===== src/rtl/cpa_pkg.sv =====
package cpa_pkg;
  typedef enum logic [1:0] {
    ST_IDLE = 2'd0,
    ST_POLL = 2'd1,
    ST_HOLD = 2'd2
  } arb_state_e;

  typedef enum logic [1:0] {
    CNT_KEEP = 2'd0,
    CNT_STEP = 2'd1,
    CNT_LOAD = 2'd2
  } cnt_op_e;
endpackage


===== src/rtl/cpa_cfg_reg.sv =====
module cpa_cfg_reg #(
  parameter int CNT_W = 3
) (
  input  logic             clk,
  input  logic             rst_n,
  input  logic             wr_en,
  input  logic [CNT_W-1:0] wr_start,
  input  logic             wr_cont,
  output logic [CNT_W-1:0] start_o,
  output logic             cont_o
);
  logic [CNT_W-1:0] start_q, start_d;
  logic             cont_q, cont_d;

  always_comb begin
    start_d = start_q;
    cont_d  = cont_q;
    if (wr_en) begin
      start_d = wr_start;
      cont_d  = wr_cont;
    end
  end

  always_ff @(posedge clk or negedge rst_n) begin
    if (!rst_n) begin
      start_q <= '0;
      cont_q  <= 1'b0;
    end else if (wr_en) begin
      start_q <= start_d;
      cont_q  <= cont_d;
    end
  end

  assign start_o = start_q;
  assign cont_o  = cont_q;
endmodule


===== src/rtl/cpa_seq.sv =====
module cpa_seq
  import cpa_pkg::*;
(
  input  logic       clk,
  input  logic       rst_n,
  input  logic       any_req,
  input  logic       hit,
  input  logic       cont_mode,
  output arb_state_e state_o,
  output cnt_op_e    op_o
);
  arb_state_e state_q, state_d;

  always_comb begin
    state_d = state_q;
    op_o    = CNT_KEEP;
    unique case (state_q)
      ST_IDLE: begin
        if (any_req) begin
          state_d = ST_POLL;
          op_o    = cont_mode ? CNT_KEEP : CNT_LOAD;
        end
      end
      ST_POLL: begin
        if (hit) begin
          state_d = ST_HOLD;
        end else if (!any_req) begin
          state_d = ST_IDLE;
        end else begin
          op_o = CNT_STEP;
        end
      end
      ST_HOLD: begin
        if (!hit) begin
          state_d = any_req ? ST_POLL : ST_IDLE;
          op_o    = cont_mode ? CNT_STEP : CNT_LOAD;
        end
      end
      default: begin
        state_d = ST_IDLE;
      end
    endcase
  end

  always_ff @(posedge clk or negedge rst_n) begin
    if (!rst_n) state_q <= ST_IDLE;
    else        state_q <= state_d;
  end

  assign state_o = state_q;
endmodule


===== src/rtl/cpa_poll_ctr.sv =====
module cpa_poll_ctr
  import cpa_pkg::*;
#(
  parameter int N_AGENTS = 8,
  parameter int CNT_W    = 3
) (
  input  logic             clk,
  input  logic             rst_n,
  input  cnt_op_e          op,
  input  logic [CNT_W-1:0] start,
  output logic [CNT_W-1:0] cnt_o
);
  localparam logic [CNT_W-1:0] LAST = CNT_W'(N_AGENTS - 1);

  logic [CNT_W-1:0] cnt_q, cnt_d;
  logic             cnt_en;

  always_comb begin
    cnt_d  = cnt_q;
    cnt_en = 1'b0;
    unique case (op)
      CNT_STEP: begin
        cnt_en = 1'b1;
        cnt_d  = (cnt_q == LAST) ? '0 : cnt_q + CNT_W'(1);
      end
      CNT_LOAD: begin
        cnt_en = 1'b1;
        cnt_d  = start;
      end
      default: begin
        cnt_en = 1'b0;
      end
    endcase
  end

  always_ff @(posedge clk or negedge rst_n) begin
    if (!rst_n)      cnt_q <= '0;
    else if (cnt_en) cnt_q <= cnt_d;
  end

  assign cnt_o = cnt_q;
endmodule


===== src/rtl/cpa_match.sv =====
module cpa_match #(
  parameter int N_AGENTS = 8,
  parameter int CNT_W    = 3
) (
  input  logic [CNT_W-1:0]    cnt,
  input  logic [N_AGENTS-1:0] req,
  input  logic                busy,
  output logic                hit_o,
  output logic [N_AGENTS-1:0] grant_o
);
  logic [N_AGENTS-1:0] sel;

  for (genvar i = 0; i < N_AGENTS; i++) begin : g_cmp
    assign sel[i]     = (cnt == CNT_W'(i));
    assign grant_o[i] = busy & sel[i];
  end

  assign hit_o = |(req & sel);
endmodule


===== src/rtl/cpoll_arbiter.sv =====
module cpoll_arbiter
  import cpa_pkg::*;
#(
  parameter int N_AGENTS = 8,
  parameter int CNT_W    = (N_AGENTS > 1) ? $clog2(N_AGENTS) : 1
) (
  input  logic                clk,
  input  logic                rst_n,
  input  logic [N_AGENTS-1:0] req_i,
  input  logic                cfg_wr_i,
  input  logic [CNT_W-1:0]    cfg_start_i,
  input  logic                cfg_cont_i,
  output logic [CNT_W-1:0]    poll_cnt_o,
  output logic                poll_vld_o,
  output logic                bus_busy_o,
  output logic [N_AGENTS-1:0] grant_o
);
  localparam logic [CNT_W-1:0] LAST = CNT_W'(N_AGENTS - 1);

  logic [CNT_W-1:0] start_w;
  logic             cont_w;
  logic             hit_w;
  logic             any_req;
  arb_state_e       state_w;
  cnt_op_e          op_w;
  logic [CNT_W-1:0] cnt_w;

  assign any_req = |req_i;

  cpa_cfg_reg #(.CNT_W(CNT_W)) u_cfg (
    .clk      (clk),
    .rst_n    (rst_n),
    .wr_en    (cfg_wr_i),
    .wr_start (cfg_start_i),
    .wr_cont  (cfg_cont_i),
    .start_o  (start_w),
    .cont_o   (cont_w)
  );

  cpa_seq u_seq (
    .clk       (clk),
    .rst_n     (rst_n),
    .any_req   (any_req),
    .hit       (hit_w),
    .cont_mode (cont_w),
    .state_o   (state_w),
    .op_o      (op_w)
  );

  cpa_poll_ctr #(.N_AGENTS(N_AGENTS), .CNT_W(CNT_W)) u_ctr (
    .clk   (clk),
    .rst_n (rst_n),
    .op    (op_w),
    .start (start_w),
    .cnt_o (cnt_w)
  );

  cpa_match #(.N_AGENTS(N_AGENTS), .CNT_W(CNT_W)) u_match (
    .cnt     (cnt_w),
    .req     (req_i),
    .busy    (bus_busy_o),
    .hit_o   (hit_w),
    .grant_o (grant_o)
  );

  assign poll_cnt_o = cnt_w;
  assign poll_vld_o = (state_w != ST_IDLE);
  assign bus_busy_o = (state_w == ST_HOLD);

  // Port-level checks
  assert_idle_stays_R2: assert property (@(posedge clk) disable iff (!rst_n)
    (!poll_vld_o && !any_req) |=> (!poll_vld_o && $stable(poll_cnt_o)));

  assert_step_wrap_R4: assert property (@(posedge clk) disable iff (!rst_n)
    (poll_vld_o && !bus_busy_o && any_req && !req_i[poll_cnt_o])
    |=> (poll_cnt_o == (($past(poll_cnt_o) == LAST) ? '0 : $past(poll_cnt_o) + CNT_W'(1))));

  assert_claim_R5: assert property (@(posedge clk) disable iff (!rst_n)
    (poll_vld_o && !bus_busy_o && req_i[poll_cnt_o]) |=> bus_busy_o);

  assert_freeze_R6: assert property (@(posedge clk) disable iff (!rst_n)
    (bus_busy_o && req_i[poll_cnt_o]) |=> (bus_busy_o && $stable(poll_cnt_o)));

  assert_release_R7: assert property (@(posedge clk) disable iff (!rst_n)
    (bus_busy_o && !req_i[poll_cnt_o]) |=> (!bus_busy_o && (poll_vld_o == $past(any_req))));

  assert_grant_onehot_R11: assert property (@(posedge clk) disable iff (!rst_n)
    $onehot0(grant_o));

  assert_stop_R12: assert property (@(posedge clk) disable iff (!rst_n)
    (poll_vld_o && !bus_busy_o && !any_req) |=> (!poll_vld_o && $stable(poll_cnt_o)));
endmodule


===== config.mk =====
export PLATFORM = sky130hd
export DESIGN_NAME = cpoll_arbiter
export DESIGN_NICKNAME = d
export VERILOG_FILES = /design/src/rtl/cpa_pkg.sv /design/src/rtl/cpa_cfg_reg.sv /design/src/rtl/cpa_seq.sv /design/src/rtl/cpa_poll_ctr.sv /design/src/rtl/cpa_match.sv /design/src/rtl/cpoll_arbiter.sv
export SDC_FILE = /design/constraint.sdc
export NUM_CORES = 1
export LEC_CHECK = 0
export BUFFER_PORTS_ARGS = -buffer_cell sky130_fd_sc_hd__buf_4
export CAP_MARGIN = 30
export CORE_MARGIN = 2
export CORE_UTILIZATION = 35
export DETAILED_ROUTE_END_ITERATION = 7
export SLEW_MARGIN = 20
export SYNTH_ARGS = -nofsm -noshare
export SYNTH_HDL_FRONTEND = slang
export SYNTH_SLANG_ARGS = --single-unit

===== constraint.sdc =====
create_clock -name clk -period 2.3 [get_ports clk]
set_clock_uncertainty 0.15 [all_clocks]
set_input_delay 0.23 -clock clk [delete_from_list [all_inputs] [get_ports clk]]
set_output_delay 0.23 -clock clk [all_outputs]
set_load 0.01 [all_outputs]

# After elaboration in Yosys (flattened, before gate mapping)
# Index checks and enable logic that the tools add are counted.
[totals]
regBits = 9
word_cells = 52
in_bits = 15
out_inout_bits = 13
[op_classes]
n_reduce_logical = 9
n_bitwise = 9
eq_ne = 14
add_sub_neg = 1
mux = 15
[op_table]
columns = ["operator", "count"]
rows = [
  ["2-bit 2-to-1 mux", 9],
  ["8-bit OR reduction", 2],
  ["3-bit equality test, second input constant", 4],
  ["2-bit one-hot mux with 3 select lines", 2],
  ["1-bit bitwise AND", 8],
  ["8-bit bitwise AND", 1],
  ["3-bit by 2-bit equality test with 1-bit output, second input constant", 2],
  ["3-bit one-hot mux with 2 select lines", 1],
  ["2-bit by 1-bit equality test with 1-bit output, second input constant", 2],
  ["2-bit equality test, second input constant", 2],
  ["2-bit nonzero test", 2],
  ["3-bit by 1-bit adder with 3-bit output, second input constant", 1],
  ["3-bit by 1-bit equality test with 1-bit output, second input constant", 1],
  ["3-bit zero test", 1],
  ["3-bit 2-to-1 mux", 1],
  ["3-bit != test, second input constant", 1],
  ["3-bit AND reduction", 1],
  ["2-bit zero test", 1],
  ["1-bit 2-to-1 mux", 2],
  ["2-bit by 1-bit != test with 1-bit output, second input constant", 1],
  ["2-bit != test, second input constant", 1],
  ["2-bit AND reduction", 1],
  ["2-bit OR reduction", 1],
]

# Logic depth before layout (Yosys ltp)
# Gate-level depths: netlist (run 1).
[depth]
word_depth = 9
mapped_depth = 10
mapped_depth_nobuf = 10

# Hierarchy
# Synthesis (run 1) repeated with hierarchy kept, for this count alone.
[hier_totals]
hier_cells = 60
hier_area_um2 = 609.3
[modules_own_cells]
columns = ["module", "n_inst", "area_per_inst_um2", "cells_per_inst", "seq_area_each_um2"]
rows = [
  ["cpa_poll_ctr", 1, 180.2, 17, 75.1],
  ["cpa_cfg_reg", 1, 145.1, 8, 100.1],
  ["cpa_match", 1, 128.9, 17, 0.0],
  ["cpa_seq", 1, 126.4, 13, 50.0],
  ["cpoll_arbiter", 1, 28.8, 5, 0.0],
]

# Worst setup path after synthesis (run 1)
# OpenSTA, ideal clock, no wires.
[synth_path]
path_type = "register to register"
startpoint = "register u_ctr.cnt_q[0] (netlist: u_ctr.cnt_o[0])"
endpoint = "register u_ctr.cnt_q[1] (netlist: u_ctr.cnt_o[1])"
arrival_ns = 2.115
period_less_slack_ns = 2.392
path_stages_with_launch = 10
n_path_buf = 0
t_required_ns = 2.023
setup_time_ns = 0.127
slack_ns = -0.092
path_cell_list = "dfrtp_1 -> inv_1 -> ha_1 -> a222oi_1 -> a21oi_1 -> nor3_1 -> o21ai_1 -> ha_1 -> a211oi_1 -> a21oi_1"
[synth_between]
elab_chain_len = 9
elab_cells_between_ends = 22
cone_classes = "add/sub: 1; eq/ne: 9; mux: 6; bitwise: 1; reduce/logical: 5"
[synth_rtl]
columns = ["item", "line", "source"]
rows = [
  ["from (decl)", "cpa_poll_ctr.sv:15", "logic [CNT_W-1:0] cnt_q, cnt_d;"],
  ["from (signal assigned)", "cpa_poll_ctr.sv:38", "else if (cnt_en) cnt_q <= cnt_d;"],
  ["3-bit by 1-bit equality test with 1-bit output (tied with other cells)", "cpa_match.sv:14", "assign sel[i] = (cnt == CNT_W'(i));"],
  ["8-bit bitwise AND", "cpa_match.sv:18", "assign hit_o = |(req & sel);"],
  ["8-bit OR reduction", "cpa_match.sv:18", ""],
  ["2-bit 2-to-1 mux (on tied branches)", "cpa_seq.sv:34, cpa_seq.sv:25", ""],
  ["2-bit one-hot mux with 3 select lines", "cpa_seq.sv:17", "unique case (state_q)"],
  ["2-bit by 1-bit equality test with 1-bit output or 2-bit equality test (tied branches)", "cpa_poll_ctr.sv:21", "unique case (op)"],
  ["2-bit OR reduction (no line)", "n/a", ""],
  ["1-bit 2-to-1 mux", "cpa_poll_ctr.sv:21", ""],
  ["2-bit AND reduction (no line)", "n/a", ""],
]
# Parallel ways exist; a longest one is shown, timed or not.
# A chain may end at the register's enable or synchronous reset.

# Worst setup path in the final report (run 1)
[layout_path]
startpoint = "register u_ctr.cnt_q[1] (netlist: u_ctr.cnt_o[1])"
endpoint = "register u_ctr.cnt_q[1] (netlist: u_ctr.cnt_o[1])"
# The elaborated chain is that of the path after synthesis.

==> metrics, run 1 <==
antenna violations before repair 0; sequential fraction of the synthesis area 0.348; gpl congestion 0.764; worst setup margin -5.30 ps; CP arrival 2300 ps; global-route wire length before repair 2690 um; largest area contributor in the netlist dfrtp_1; vias in the first global route 659; via count 698; CP max-delay cell dfrtp_1; Worst-Skew Late Latency 250 ps; Netlist Area Pre-Place 647 um^2; Mapped Cells 66; outcome complete, but fails checks; post-placement setup slack -44.9 ps; P per Cell Area 1340 mW/mm^2; die area 0.00221 mm^2; Hold Crit Class input port to flop; Hold Vio Cnt, Final 0; most common cell after layout, fill and taps aside buf_4; Max Buffers Root-to-Sink 2; Worst Path Required 2290 ps; Worst path max stage delay 400 ps; synthesis-to-finish area growth 83.2%; ant diodes 0; Routed WL 1800 um; Yosys Warn Count 0; Final min period 2310 ps; crit path max fanout 5; Avg Inst Size Synth 9.80 um^2; FF+latch count, synth 9; Avg WL per Cell 12.5 um; CTS tree yes; drt first pass iters 4; DP Cell Count 129; startpoint types flop; Slew Limit Fails 0; largest net degree at the start of global routing 11; Crit Path Category flop to flop; start of the worst register-to-register path u_ctr.cnt_o[1]; Tot GR Track Use 0.177; Relative slew margins 0.829; Avg Vias per Cell 4.85; IO Pins 28; Total Nets Final 142; failing checks negative setup slack; post-route design area 0.00118 mm^2; CP most frequent cell ha_4; Crit path max-delay family compound AO/OA/AOI/OAI gates; Synth area leaders dfrtp_1 35%, ha_1 14%, mux2_2 7.0%; Hold Crit Depth 2; Yosys cell types 29; LEAKAGE 0.574 nW; grt ovf 0; buffers added on ports 27; Antenna Nets Post-Route 0; total CTS buffers 3; clk root buf clkbuf_4; Hold Startpoint cfg_start_i[1]; H-tree depth 1; f_max 0.434 GHz; DP HPWL 1280 um; Starting Density 0.375; net count after synthesis 88; Max-cap violations 0; Hold Path Sink u_cfg.start_o[1]; path depth of the worst reg2reg path 9; Die Span Y 47.0 um; area post-placement 968 um^2; final clock period utilization by the worst path 1.00; DRC 0; CORE AREA 0.00173 mm^2; CP endpoint kind flop; Finished Layout Cells 144; worst path cell trace buf_6 > ha_4 > ha_4 > a22o_1 > nor3_2 > o21ai_1 > ha_4 > a211oi_2 > a21oi_1; RSZ-0062 raised after global routing true; clock transition at the registers of the reported paths 60 ps; die span in x 47.0 um; worst reg2reg path endpoint u_ctr.cnt_o[1]; commonest cells after routing, fill and taps aside 46 x buf_4, 8 x dfrtp_1, 5 x ha_4; flop2flop setup slack -5 ps; Crit path buffers/inverters 1; # setup viols final 1; Worst-Margin Slew 255 ps; Synth top area share 0.348; Worst path depth 9; row count 15; share of cells above drive strength 1 0.655; TritonCTS Sinks 9; Filler Cells Inserted 152; Iteration-0 DRC Markers 7; peak supply drop 706 uV
final cells by class:
type	instances	area, um^2	share of cell area
Multi-Input combinational cell	51	498	0.420
Clock buffer	4	26.3	0.0222
Timing Repair Buffer	49	378	0.319
Inverter	6	25.0	0.0211
Tap cell	25	31.3	0.0264
Sequential cell	9	226	0.191
worst max-delay path by stage:
stage	end	start	slack, ps
detailed placement	u_ctr.cnt_o[0]	u_ctr.cnt_o[0]	-40
floorplan	u_ctr.cnt_o[1]	u_ctr.cnt_o[0]	2
global placement	u_ctr.cnt_o[1]	u_ctr.cnt_o[0]	-8
CTS	u_ctr.cnt_o[1]	u_ctr.cnt_o[0]	6
finish	u_ctr.cnt_o[1]	u_ctr.cnt_o[1]	-5
global route	u_ctr.cnt_o[0]	u_ctr.cnt_o[0]	-90
cells by family (layout without fill, tap and decap cells):
logic type | Yosys count | in the layout | synth area share
AOI/OAI and AO/OA | 16 | 16 | 0.172
adders and majority gates | 7 | 7 | 0.135
buffers and inverters | 6 | 59 | 0.0348
DFF | 9 | 9 | 0.348
muxes | 5 | 5 | 0.0851
and+or+nand+nor | 23 | 23 | 0.224
flip-flops by register name, summed over array words and instances, names as in the netlist:
| register | flops |
|---|---|
| u_cfg.cont_o | 1 |
| u_cfg.start_o | 3 |
| u_ctr.cnt_o | 3 |
| u_seq.state_o | 2 |
repair_timing:
item / CTS / global route
endpoints found under the hold margin: 9 / 0
setup buffers: 9 / 2
gates resized for setup: 11 / 15
pin swaps: 3 / 5
gates cloned: 0 / 0
hold buffers: 1 / 0
endpoints found under the setup margin: 3 / 5
per-layer routing:
metal,vias up,wire length [um],global-route usage
li1,351,-,-
met1,317,772,0.187
met3,4,99,0.0115
met4,0,29,0.0833
met5,-,0,0
met2,26,896,0.348
report_power, final:
group / leakage [nW] / internal, mW / switching, mW / total [mW]
Clock: 0.0150 / 0.0667 / 0.0525 / 0.119
Sequential: 0.105 / 0.216 / 0.0661 / 0.282
Combinational: 0.454 / 0.689 / 0.494 / 1.18
stage by stage:
stage	hold WS, ps	power [mW]	TNS, ps	utilization
global route	55.1	1.70	-283	0.686
global placement	-90.3	1.03	-7.71	0.561
finish	52.8	1.58	-5.30	0.686
detailed placement	-87.9	1.04	-106	0.561
floorplan	-216	0.691	0	-
CTS	52.4	1.43	0	0.645
Yosys cell counts:
cell type  instances
a211oi_1           3
a21boi_0           1
a21oi_1            4
a222oi_1           1
a22o_1             1
a22oi_1            1
and2_1             3
and3_1             4
and3_2             2
dfrtp_1            9
ha_1               7
inv_1              6
mux2_2             4
mux2i_1            1
nand2_1            2
nand2b_1           1
nor2_1             3
nor2_4             1
nor3_1             2
nor3b_1            1
o21a_1             1
o21ai_0            1
o21ai_1            1
o31a_2             1
o31ai_1            1
or2_2              1
or4_1              1
or4_2              1
or4b_1             1
No activity file was read; power rests on OpenSTA's default activity.
==> inputs of run 2 (changes only) <==
- TNS_END_PERCENT: not set -> 1
==> metrics, run 2 (synthesis gave the netlist of run 1 again) <==
DP Cell Count 129 (unchanged); setup TNS -6.13 ps (-0.822 ps); Worst-Skew Late Latency 250 ps (about the same); startpoint types flop; via count 704 (+0.86%); CP endpoint kind flop; Iteration-0 DRC Markers 10 (+3); antenna violations before repair 0 (unchanged); Worst-Margin Slew 246 ps (-9.27 ps); Total Nets Final 142 (unchanged); Routed WL 1810 um (+0.72%); clock transition at the registers of the reported paths 60 ps (about the same); share of cells above drive strength 1 0.664 (+0.00840); Max Buffers Root-to-Sink 2 (unchanged); CORE AREA 0.00173 mm^2 (unchanged); Worst Path Required 2280 ps (about the same); die span in x 47.0 um (unchanged); IO Pins 28 (unchanged); DP HPWL 1280 um (unchanged); P per Cell Area 1360 mW/mm^2 (+1.6%); Crit Path Category flop to flop; Hold Vio Cnt, Final 0 (unchanged); Slew Limit Fails 0 (unchanged); CTS tree yes; Die Span Y 47.0 um (unchanged); vias in the first global route 659 (unchanged); Avg Vias per Cell 4.89 (+0.86%); # setup viols final 1 (unchanged); drt first pass iters 4 (unchanged); outcome complete, but fails checks; gpl congestion 0.764 (unchanged); Final min period 2310 ps (+0.822 ps); final design utilization 0.691 (+0.00435); H-tree depth 1 (unchanged); TritonCTS Sinks 9 (unchanged); largest net degree at the start of global routing 11 (unchanged); Hold Crit Depth 2 (unchanged); synthesis-to-finish area growth 84.3%; Finished Layout Cells 144 (unchanged); final clock period utilization by the worst path 1.00 (about the same); Max-cap violations 0 (unchanged); Starting Density 0.375 (unchanged); CP arrival 2290 ps (about the same); ant diodes 0 (unchanged); global-route wire length before repair 2690 um (unchanged); most common cell after layout, fill and taps aside buf_4; RSZ-0062 raised after global routing true; DRC 0 (unchanged); buffers added on ports 27 (unchanged); peak supply drop 705 uV (-0.14%); commonest cells after routing, fill and taps aside 45 x buf_4, 8 x dfrtp_1, 5 x ha_4; Antenna Nets Post-Route 0 (unchanged); die area 0.00221 mm^2 (unchanged); f_max 0.434 GHz (about the same); Hold Crit Class input port to flop; path depth of the worst reg2reg path 13 (+4); LEAKAGE 0.577 nW (+0.44%); worst setup margin -6.13 ps (-0.822 ps); Tot GR Track Use 0.177 (unchanged); row count 15 (unchanged); Avg WL per Cell 12.6 um (+0.72%); failing checks negative setup slack; clk root buf clkbuf_4; crit path max fanout 3 (-2); Relative slew margins 0.835 (+0.00621); grt ovf 0 (unchanged); total CTS buffers 3 (unchanged)
[run 2: cell counts in the layout (fill, tap and decap cells not counted)]
No cell type changed its count.
[run 2: report_power, final]
| part | total (mW) | internal (mW) | switching [mW] |
|---|---|---|---|
| registers | 0.284 | 0.216 | 0.0673 |
| clock network | 0.119 | 0.0667 | 0.0526 |
| logic | 1.22 | 0.718 | 0.499 |
| total | 1.62 | 1.00 | 0.619 |
[run 2: cell type report]
type | instances | area, um^2
clock buffer | 4 | 26.3
tap | 25 | 31.3
timing repair buffer | 49 | 382
fill | 153 | 534
sequential | 9 | 226
inverter | 6 | 25.0
multi-input combinational | 51 | 502
[run 2: routing by layer]
layer | part of all wire | vias up | track usage
met5 | 0 | - | 0
met4 | 0.0072 | 0 | 0.0833
met3 | 0.051 | 2 | 0.0115
met2 | 0.51 | 24 | 0.348
met1 | 0.43 | 325 | 0.187
li1 | - | 353 | -
[run 2: path summary, 6_finish.rpt]
check / start / end / slack [ps]
worst max-delay path: u_ctr.cnt_o[1] / u_seq.state_o[1] / -6
worst min-delay path: cfg_start_i[1] / u_cfg.start_o[1] / 50
worst max register to register: u_ctr.cnt_o[1] / u_seq.state_o[1] / -6
worst min register to register: u_cfg.start_o[2] / u_cfg.start_o[2] / 370
max in group asynchronous: rst_n / u_ctr.cnt_o[0] / 1670
min in group asynchronous: rst_n / u_ctr.cnt_o[0] / 180
[run 2: repair_timing]
action	4_1_cts	5_1_grt
hold buffers	1	0
endpoints found under the setup margin	3	5
gates resized for setup	11	16
setup buffers	9	1
endpoints found under the hold margin	9	0
pin swaps	3	5
[run 2: critical path: stages, from the launching register on]
cell     delay (ps)
dfrtp_1         400
buf_6           140
ha_4            170
ha_4            150
a22o_1          240
nor3_2          240
buf_4           150
buf_4            90
buf_4            90
buf_4            90
buf_4            80
buf_4            90
buf_6            80
a21oi_2          30
[run 2: stage by stage]
| stage | total power, mW | hold WS, ps | setup WS (ps) | cell area [um^2] |
|---|---|---|---|---|
| 2_1_floorplan | 0.691 | -216 | 1.81 | 652 |
| 3_3_place_gp | 1.03 | -90.3 | -7.71 | 968 |
| 3_5_place_dp | 1.04 | -87.9 | -44.9 | 968 |
| 4_1_cts | 1.43 | 52.4 | 5.54 | 1110 |
| 5_1_grt | 1.74 | 55.1 | -95.8 | 1190 |
| 6_report | 1.62 | 52.5 | -6.13 | 1190 |
